--- src/rtl/acu_pkg.sv ---
package acu_pkg;

   typedef enum logic [0:0] {
      DIV_IDLE = 1'b0,
      DIV_RUN  = 1'b1
   } div_state_e;

   function automatic bit is_pow2(input longint unsigned v);
      return (v != 0) && ((v & (v - 1)) == 0);
   endfunction

endpackage

--- src/rtl/acu_sig_table.sv ---
module acu_sig_table #(
   parameter int               DEPTH  = 16,
   parameter int               A_W    = 32,
   parameter longint unsigned  MULT_A = 58659,
   localparam int              IDX_W  = $clog2(DEPTH)
) (
   input  logic             clk,
   input  logic             rst_n,
   input  logic             wr_en,
   input  logic [IDX_W-1:0] wr_idx,
   input  logic [A_W-1:0]   wr_sig,
   input  logic [IDX_W-1:0] rd_idx_a,
   output logic [A_W-1:0]   rd_sig_a,
   input  logic [IDX_W-1:0] rd_idx_b,
   output logic [A_W-1:0]   rd_sig_b
);
   localparam logic [A_W-1:0] A_VEC = A_W'(MULT_A);

   logic [A_W-1:0] entry_q [DEPTH];
   logic           wr_legal;

   // only residues strictly below A may enter the table
   assign wr_legal = wr_en && (wr_sig < A_VEC);

   for (genvar gi = 0; gi < DEPTH; gi++) begin : g_entry
      always_ff @(posedge clk or negedge rst_n) begin
         if (!rst_n)
            entry_q[gi] <= '0;
         else if (wr_legal && (wr_idx == IDX_W'(gi)))
            entry_q[gi] <= wr_sig;
      end
   end

   assign rd_sig_a = entry_q[rd_idx_a];
   assign rd_sig_b = entry_q[rd_idx_b];

endmodule

--- src/rtl/acu_encoder.sv ---
module acu_encoder #(
   parameter int               FW       = 32,
   parameter int               CW       = 64,
   parameter int               A_W      = 32,
   parameter int               TS_W     = 16,
   parameter longint unsigned  MULT_A   = 58659,
   parameter bit               ENC_PIPE = 1'b1
) (
   input  logic            clk,
   input  logic            rst_n,
   input  logic            req,
   input  logic [FW-1:0]   value,
   input  logic [A_W-1:0]  sig,
   input  logic [TS_W-1:0] stamp,
   output logic            valid,
   output logic [CW-1:0]   word
);
   localparam logic [CW-1:0] A_WIDE = CW'(MULT_A);

   logic [CW-1:0] word_d;

   assign word_d = (A_WIDE * CW'(value)) + CW'(sig) + CW'(stamp);

   if (ENC_PIPE) begin : g_reg
      always_ff @(posedge clk or negedge rst_n) begin
         if (!rst_n) begin
            valid <= 1'b0;
            word  <= '0;
         end else begin
            valid <= req;
            if (req)
               word <= word_d;
         end
      end
   end else begin : g_comb
      logic unused_clk;
      assign unused_clk = clk ^ rst_n;
      assign valid = req;
      assign word  = word_d;
   end

endmodule

--- src/rtl/acu_divider.sv ---
module acu_divider
   import acu_pkg::*;
#(
   parameter int               CW     = 64,
   parameter int               A_W    = 32,
   parameter longint unsigned  MULT_A = 58659
) (
   input  logic           clk,
   input  logic           rst_n,
   input  logic           start,
   input  logic [CW-1:0]  dividend,
   output logic           busy,
   output logic           done,
   output logic [CW-1:0]  quotient,
   output logic [A_W-1:0] remainder
);
   localparam int             CNT_W = $clog2(CW);
   localparam logic [A_W-1:0] A_VEC = A_W'(MULT_A);

   div_state_e      st_q;
   logic [CNT_W-1:0] cnt_q;
   logic [CW-1:0]   quo_q;
   logic [A_W-1:0]  rem_q;
   logic            done_q;
   logic [A_W:0]    shl;
   logic            take;
   logic [A_W-1:0]  rem_nx;

   // restoring step: shift in next dividend bit, subtract A when it fits
   assign shl    = {rem_q, quo_q[CW-1]};
   assign take   = shl >= {1'b0, A_VEC};
   assign rem_nx = take ? (shl[A_W-1:0] - A_VEC) : shl[A_W-1:0];

   always_ff @(posedge clk or negedge rst_n) begin
      if (!rst_n) begin
         st_q   <= DIV_IDLE;
         cnt_q  <= '0;
         quo_q  <= '0;
         rem_q  <= '0;
         done_q <= 1'b0;
      end else begin
         done_q <= 1'b0;
         case (st_q)
            DIV_IDLE: begin
               if (start) begin
                  quo_q <= dividend;
                  rem_q <= '0;
                  cnt_q <= '0;
                  st_q  <= DIV_RUN;
               end
            end
            default: begin
               quo_q <= {quo_q[CW-2:0], take};
               rem_q <= rem_nx;
               cnt_q <= cnt_q + CNT_W'(1);
               if (cnt_q == CNT_W'(CW - 1)) begin
                  st_q   <= DIV_IDLE;
                  done_q <= 1'b1;
               end
            end
         endcase
      end
   end

   assign busy      = (st_q == DIV_RUN);
   assign done      = done_q;
   assign quotient  = quo_q;
   assign remainder = rem_q;

endmodule

--- src/rtl/arith_code_unit.sv ---
module arith_code_unit
   import acu_pkg::*;
#(
   parameter int               FW       = 32,
   parameter int               CW       = 64,
   parameter int               A_W      = 32,
   parameter int               TS_W     = 16,
   parameter int               DEPTH    = 16,
   parameter longint unsigned  MULT_A   = 58659,
   parameter bit               ENC_PIPE = 1'b1,
   localparam int              IDX_W    = $clog2(DEPTH)
) (
   input  logic             clk,
   input  logic             rst_n,
   input  logic             cycle_end,
   output logic [TS_W-1:0]  ts_value,
   input  logic             sig_we,
   input  logic [IDX_W-1:0] sig_waddr,
   input  logic [A_W-1:0]   sig_wdata,
   input  logic             enc_req,
   input  logic [IDX_W-1:0] enc_sel,
   input  logic [FW-1:0]    enc_value,
   output logic             enc_valid,
   output logic [CW-1:0]    enc_word,
   input  logic             chk_start,
   input  logic [IDX_W-1:0] chk_sel,
   input  logic [CW-1:0]    chk_word,
   output logic             chk_busy,
   output logic             chk_done,
   output logic             chk_pass,
   output logic             chk_mismatch,
   output logic [FW-1:0]    chk_value,
   input  logic             err_clr,
   output logic             err_sticky
);
   // elaboration-time parameter checks
   if (is_pow2(MULT_A)) begin : g_bad_pow2
      $error("multiplier must not be a power of two");
   end
   if (MULT_A < 3) begin : g_bad_small
      $error("multiplier must be at least 3");
   end
   if (MULT_A >= (longint'(1) << A_W)) begin : g_bad_width
      $error("multiplier does not fit in A_W bits");
   end
   if (FW + A_W > CW) begin : g_bad_cw
      $error("code width too small for value and multiplier");
   end
   if (TS_W >= FW) begin : g_bad_ts
      $error("stamp width must be below value width");
   end
   if (DEPTH < 2) begin : g_bad_depth
      $error("table depth must be at least 2");
   end

   logic [TS_W-1:0] ts_q;
   logic [A_W-1:0]  sig_enc;
   logic [A_W-1:0]  sig_chk;
   logic [A_W-1:0]  exp_sig_q;
   logic            div_busy;
   logic            div_done;
   logic [CW-1:0]   div_quo;
   logic [A_W-1:0]  div_rem;
   logic            accept;
   logic            mism;
   logic            release_ok;
   logic            done_q;
   logic            pass_q;
   logic            mism_q;
   logic [FW-1:0]   value_q;
   logic            err_q;

   // iteration stamp
   always_ff @(posedge clk or negedge rst_n) begin
      if (!rst_n)
         ts_q <= '0;
      else if (cycle_end)
         ts_q <= ts_q + TS_W'(1);
   end
   assign ts_value = ts_q;

   acu_sig_table #(
      .DEPTH (DEPTH),
      .A_W   (A_W),
      .MULT_A(MULT_A)
   ) u_table (
      .clk     (clk),
      .rst_n   (rst_n),
      .wr_en   (sig_we),
      .wr_idx  (sig_waddr),
      .wr_sig  (sig_wdata),
      .rd_idx_a(enc_sel),
      .rd_sig_a(sig_enc),
      .rd_idx_b(chk_sel),
      .rd_sig_b(sig_chk)
   );

   acu_encoder #(
      .FW      (FW),
      .CW      (CW),
      .A_W     (A_W),
      .TS_W    (TS_W),
      .MULT_A  (MULT_A),
      .ENC_PIPE(ENC_PIPE)
   ) u_enc (
      .clk  (clk),
      .rst_n(rst_n),
      .req  (enc_req),
      .value(enc_value),
      .sig  (sig_enc),
      .stamp(ts_q),
      .valid(enc_valid),
      .word (enc_word)
   );

   // check path: strip stamp, divide by A, compare residue
   assign accept = chk_start && !div_busy;

   acu_divider #(
      .CW    (CW),
      .A_W   (A_W),
      .MULT_A(MULT_A)
   ) u_div (
      .clk      (clk),
      .rst_n    (rst_n),
      .start    (accept),
      .dividend (chk_word - CW'(ts_q)),
      .busy     (div_busy),
      .done     (div_done),
      .quotient (div_quo),
      .remainder(div_rem)
   );

   always_ff @(posedge clk or negedge rst_n) begin
      if (!rst_n)
         exp_sig_q <= '0;
      else if (accept)
         exp_sig_q <= sig_chk;
   end

   assign mism       = (div_rem != exp_sig_q);
   assign release_ok = !mism && !err_q;

   always_ff @(posedge clk or negedge rst_n) begin
      if (!rst_n) begin
         done_q  <= 1'b0;
         pass_q  <= 1'b0;
         mism_q  <= 1'b0;
         value_q <= '0;
         err_q   <= 1'b0;
      end else begin
         done_q <= div_done;
         if (div_done) begin
            mism_q  <= mism;
            pass_q  <= release_ok;
            value_q <= release_ok ? div_quo[FW-1:0] : '0;
         end
         if (div_done && mism)
            err_q <= 1'b1;
         else if (err_clr)
            err_q <= 1'b0;
      end
   end

   assign chk_busy     = div_busy;
   assign chk_done     = done_q;
   assign chk_pass     = pass_q;
   assign chk_mismatch = mism_q;
   assign chk_value    = value_q;
   assign err_sticky   = err_q;

endmodule

--- config.mk ---
export PLATFORM = sky130hd
export DESIGN_NAME = arith_code_unit
export DESIGN_NICKNAME = d
export VERILOG_FILES = /design/src/rtl/acu_pkg.sv /design/src/rtl/acu_sig_table.sv /design/src/rtl/acu_encoder.sv /design/src/rtl/acu_divider.sv /design/src/rtl/arith_code_unit.sv
export SDC_FILE = /design/constraint.sdc
export NUM_CORES = 2
export LEC_CHECK = 0
export ABC_AREA = 1
export BUFFER_PORTS_ARGS = -buffer_cell sky130_fd_sc_hd__buf_2
export CAP_MARGIN = 20
export CORE_MARGIN = 2
export CORE_UTILIZATION = 40
export CTS_BUF_LIST = sky130_fd_sc_hd__clkbuf_4
export DETAILED_ROUTE_END_ITERATION = 8
export GPL_ROUTABILITY_DRIVEN = 0
export GPL_TIMING_DRIVEN = 1
export PLACE_DENSITY_LB_ADDON = 0.1
export SLEW_MARGIN = 0
export SYNTH_ARGS = -nofsm -noshare
export SYNTH_HDL_FRONTEND = slang
export SYNTH_SLANG_ARGS = --single-unit
--- constraint.sdc ---
create_clock -name clk -period 12.3 [get_ports clk]
set_clock_uncertainty 0.15 [all_clocks]
set_input_delay 1.23 -clock clk [delete_from_list [all_inputs] [get_ports clk]]
set_output_delay 1.23 -clock clk [all_outputs]
set_load 0.1 [all_outputs]
==> out/results.txt <==
Proportion of synthesized chip area in sequential cells: 0.3628
Slowest CP cell: sky130_fd_sc_hd__clkinv_2
Final setup violation count: 0
Boundary Pins: 265
Pin slew with the least headroom to its limit: 1.098 ns
WHS Path Cells: 2
Placeable core region: 129,000 um2
Leak: 0.02845 uW
Number of max-slew violations in the final report: 0
CTS clk-pin slew, worst paths: 0.07 ns
Run status: completed
Unique masters post-synth: 54
Maximum number of pins on one net before global-route repair: 163
DRC violation count after routing: 0
Total overflow reported by the global router: 0
Number of flops mapped to enable cells by yosys: 0
Critical Path Source Type: input port
Mean area per synthesized cell: 7.562 um2
Top library cells by usage in the layout, fill and taps aside: 1,128 x sky130_fd_sc_hd__nand2_1, 1,022 x sky130_fd_sc_hd__inv_1, 965 x sky130_fd_sc_hd__o21ai_0, 863 x sky130_fd_sc_hd__nor2_1, 750 x sky130_fd_sc_hd__dfrtp_1
Horizontal extent of the die: 363.8 um
Clock latency at the later pin of the worst-skew pair: 1.26 ns
Peak clock frequency supported by timing: 0.1247 GHz
IR drop worst, VDD: 0.3091 mV
Classification of the worst setup path: in2reg
Number of input and output port buffers inserted: 250
Remaining max-slew budget at the tightest pin: 0.2683
First-pass DRT Iterations: 6
Inserted Clock Buffers: 214
Min cycle time layout: 8.017 ns
Site row count: 132
Worst Setup End Kind: register
Initial detailed-routing violation count: 3,980
Vias/cell: 5.306
Top cell family by delay on the critical path: adder cells
Synth Instances: 6,849
DP Area: 54,370 um2
Fraction of final layout cells with drive strength greater than 1: 0.1039
Num Clock Sinks: 751
Area enclosed by the die boundary: 132,400 um2
Setup repair after global routing missed its margin: no
Async S/R FF share, synth: 1.000
Global-route usage over all layers: 0.2662
Setup slack at placement: 3.122 ns
Cell area after layout: 57,060 um2
Top flip-flop cell by instance count after synthesis: sky130_fd_sc_hd__dfrtp_1
Hold Fails Final Rpt: 0
Netlist area before placement: 51,790 um2
CP Data Required Time: 13.26 ns
Cts-stage hold buffer count: 3
Most frequent standard cell in the layout excluding fill and tap cells: sky130_fd_sc_hd__nand2_1
Clock tree from TritonCTS: yes
Total of warnings raised by yosys: 0
TNS Setup: 0 ns
Vias in the first global route: 46,120
Worst-case clock buffer depth: 3
CTS H-tree depth: 4
Initial antenna violation count: 13
Average detailed-routed wire length per instance: 19.69 um
Starting density of the core: 0.4015
CTS Root Cell: sky130_fd_sc_hd__clkbuf_4
Number of maximum-capacitance constraint violations: 0
Class of the worst hold path: in2reg
CP Buf/Inv Count: 5
Cell occurring most often along the worst timing path: sky130_fd_sc_hd__nand2_1
Gates resized, CTS repair: 0
Antenna Nets Post-Route: 0
Global-route wire length before repair: 272,800 um
Drt total wl: 175,900 um
P per Cell Area: 282.1 nW/um2
Die extent in y: 363.8 um
Delay contributed by the slowest stage of the critical path: 0.81 ns
Count of vias placed by the detailed router: 47,410
Dpl hpwl: 116,900 um
Count of state elements after synthesis: 751
Depth of the critical timing path with buffers and inverters included: 32
Final worst-path cycle share: 0.6518
Count of cells along the worst register-to-register path: 29
Worst Slack Setup Final: 4.283 ns
Post-CTS setup buffer count: 0
Worst Path Max Fanout: 49
Layout area overhead: 10.17%
Worst path arrival time: 8.98 ns
Number of nets in the layout: 7,612
==> area by class of cell <==
type                    count  area (um2)
flip-flops and latches    751       18790
fillers                 13380       71920
repair buffers            311        1800
clock buffers             310        2327
diodes                     13       32.53
well taps                1742        2180
inverters                1041        3925
clock inverters            60       305.3
multi-input cells        4707       27700
==> Yosys cell counts (3+ instances only) <==
| cell | instances | share of area |
|---|---|---|
| sky130_fd_sc_hd__a21o_1 | 4 | 0.00058 |
| sky130_fd_sc_hd__a21oi_1 | 324 | 0.031 |
| sky130_fd_sc_hd__a21oi_2 | 3 | 0.00051 |
| sky130_fd_sc_hd__a22oi_1 | 46 | 0.0067 |
| sky130_fd_sc_hd__a31oi_1 | 40 | 0.0048 |
| sky130_fd_sc_hd__a32o_1 | 8 | 0.0015 |
| sky130_fd_sc_hd__buf_1 | 20 | 0.0014 |
| sky130_fd_sc_hd__buf_2 | 18 | 0.0017 |
| sky130_fd_sc_hd__buf_4 | 16 | 0.0023 |
| sky130_fd_sc_hd__clkbuf_1 | 308 | 0.022 |
| sky130_fd_sc_hd__clkinv_1 | 7 | 0.00051 |
| sky130_fd_sc_hd__dfrtp_1 | 751 | 0.36 |
| sky130_fd_sc_hd__fa_1 | 197 | 0.076 |
| sky130_fd_sc_hd__ha_1 | 242 | 0.058 |
| sky130_fd_sc_hd__inv_1 | 1027 | 0.074 |
| sky130_fd_sc_hd__inv_2 | 7 | 0.00051 |
| sky130_fd_sc_hd__nand2_1 | 1129 | 0.082 |
| sky130_fd_sc_hd__nand2_2 | 35 | 0.0042 |
| sky130_fd_sc_hd__nand3_1 | 251 | 0.024 |
| sky130_fd_sc_hd__nand3_2 | 10 | 0.0019 |
| sky130_fd_sc_hd__nand3b_1 | 9 | 0.0013 |
| sky130_fd_sc_hd__nand4_1 | 49 | 0.0059 |
| sky130_fd_sc_hd__nor2_1 | 864 | 0.063 |
| sky130_fd_sc_hd__nor2_2 | 30 | 0.0036 |
| sky130_fd_sc_hd__nor2_4 | 5 | 0.0011 |
| sky130_fd_sc_hd__nor3_1 | 29 | 0.0028 |
| sky130_fd_sc_hd__nor3_2 | 3 | 0.00058 |
| sky130_fd_sc_hd__nor4_1 | 22 | 0.0027 |
| sky130_fd_sc_hd__o2111ai_1 | 3 | 0.00051 |
| sky130_fd_sc_hd__o211ai_1 | 22 | 0.0032 |
| sky130_fd_sc_hd__o21a_1 | 3 | 0.00043 |
| sky130_fd_sc_hd__o21ai_0 | 965 | 0.093 |
| sky130_fd_sc_hd__o21ai_1 | 13 | 0.0013 |
| sky130_fd_sc_hd__o21bai_1 | 10 | 0.0014 |
| sky130_fd_sc_hd__o221ai_1 | 142 | 0.024 |
| sky130_fd_sc_hd__o22ai_1 | 66 | 0.0080 |
| sky130_fd_sc_hd__or2_2 | 3 | 0.00036 |
| sky130_fd_sc_hd__xnor2_1 | 51 | 0.0086 |
| sky130_fd_sc_hd__xor2_1 | 96 | 0.016 |
==> cells by family after synthesis <==
| kind of cell | Yosys count | share of synthesized area |
|---|---|---|
| AO/OA/AOI/OAI | 1659 | 0.1796 |
| other | 1 | 0.00007240 |
| buffers and inverters | 1404 | 0.1035 |
| XOR/XNOR | 147 | 0.02486 |
| flip-flops | 751 | 0.3628 |
| AND/OR/NAND/NOR | 2448 | 0.1945 |
| adder cells (fa/ha/maj) | 439 | 0.1346 |
==> per-stage QoR <==
step                  util  total power (uW)  cells  hold WS [ns]
finish              0.4424             16100   8935        0.1463
global route        0.4423             17740   8930       0.06208
CTS                 0.4421             16200   8922      0.004910
detailed placement  0.4215             13800   8549        0.3026
global placement    0.4215             13720   8549        0.3009
floorplan                -             11050   6862        0.2019
==> worst register-to-register path: cells and delay by family (launching register included) <==
family                     cells  cell delay [ns]
AOI/OAI and AO/OA              4             0.74
xor gates and xnor gates       1             0.20
adders and majority gates      6             2.65
buffers and inverters          2             0.12
DFF                            1             0.39
and+or+nand+nor               16             2.05
==> path summary, 6_finish.rpt <==
path	end	startpoint	slack, ns
setup / recovery	u_enc.word[43]$_DFFE_PN0P_	enc_sel[1]	4.28
hold / removal	ts_value[0]$_DFFE_PN0P_	cycle_end	0.15
setup reg to reg	u_enc.word[43]$_DFFE_PN0P_	u_table.entry_q[427]$_DFFE_PN0P_	5.90
hold reg to reg	u_enc.word[1]$_DFFE_PN0P_	u_enc.word[1]$_DFFE_PN0P_	0.31
max in group asynchronous	u_table.entry_q[261]$_DFFE_PN0P_	rst_n	9.21
min in group asynchronous	u_enc.word[38]$_DFFE_PN0P_	rst_n	0.48
==> per-layer routing <==
layer | GRT usage | part of all wire
met5 | 0 | 0.00019
met4 | 0.08624 | 0.027
met1 | 0.3730 | 0.46
met2 | 0.4176 | 0.45
met3 | 0.04510 | 0.065
==> sequential cells by signal, indices dropped and copies added (netlist names), 6 cells and up <==
register / cells
chk_value: 32
u_div.remainder: 32
u_div.quotient: 64
exp_sig_q: 32
ts_value: 16
u_enc.word: 50
u_div.cnt_q: 6
u_table.entry_q: 512
==> report_power, final <==
part / total [uW] / internal (uW) / leakage [uW] / switching (uW)
clock network: 2320 / 1170 / 0.00156 / 1150
logic: 10600 / 3270 / 0.0182 / 7330
registers: 3170 / 2820 / 0.00868 / 355
total: 16100 / 7260 / 0.0284 / 8840
(Power assumes the default switching activity.)
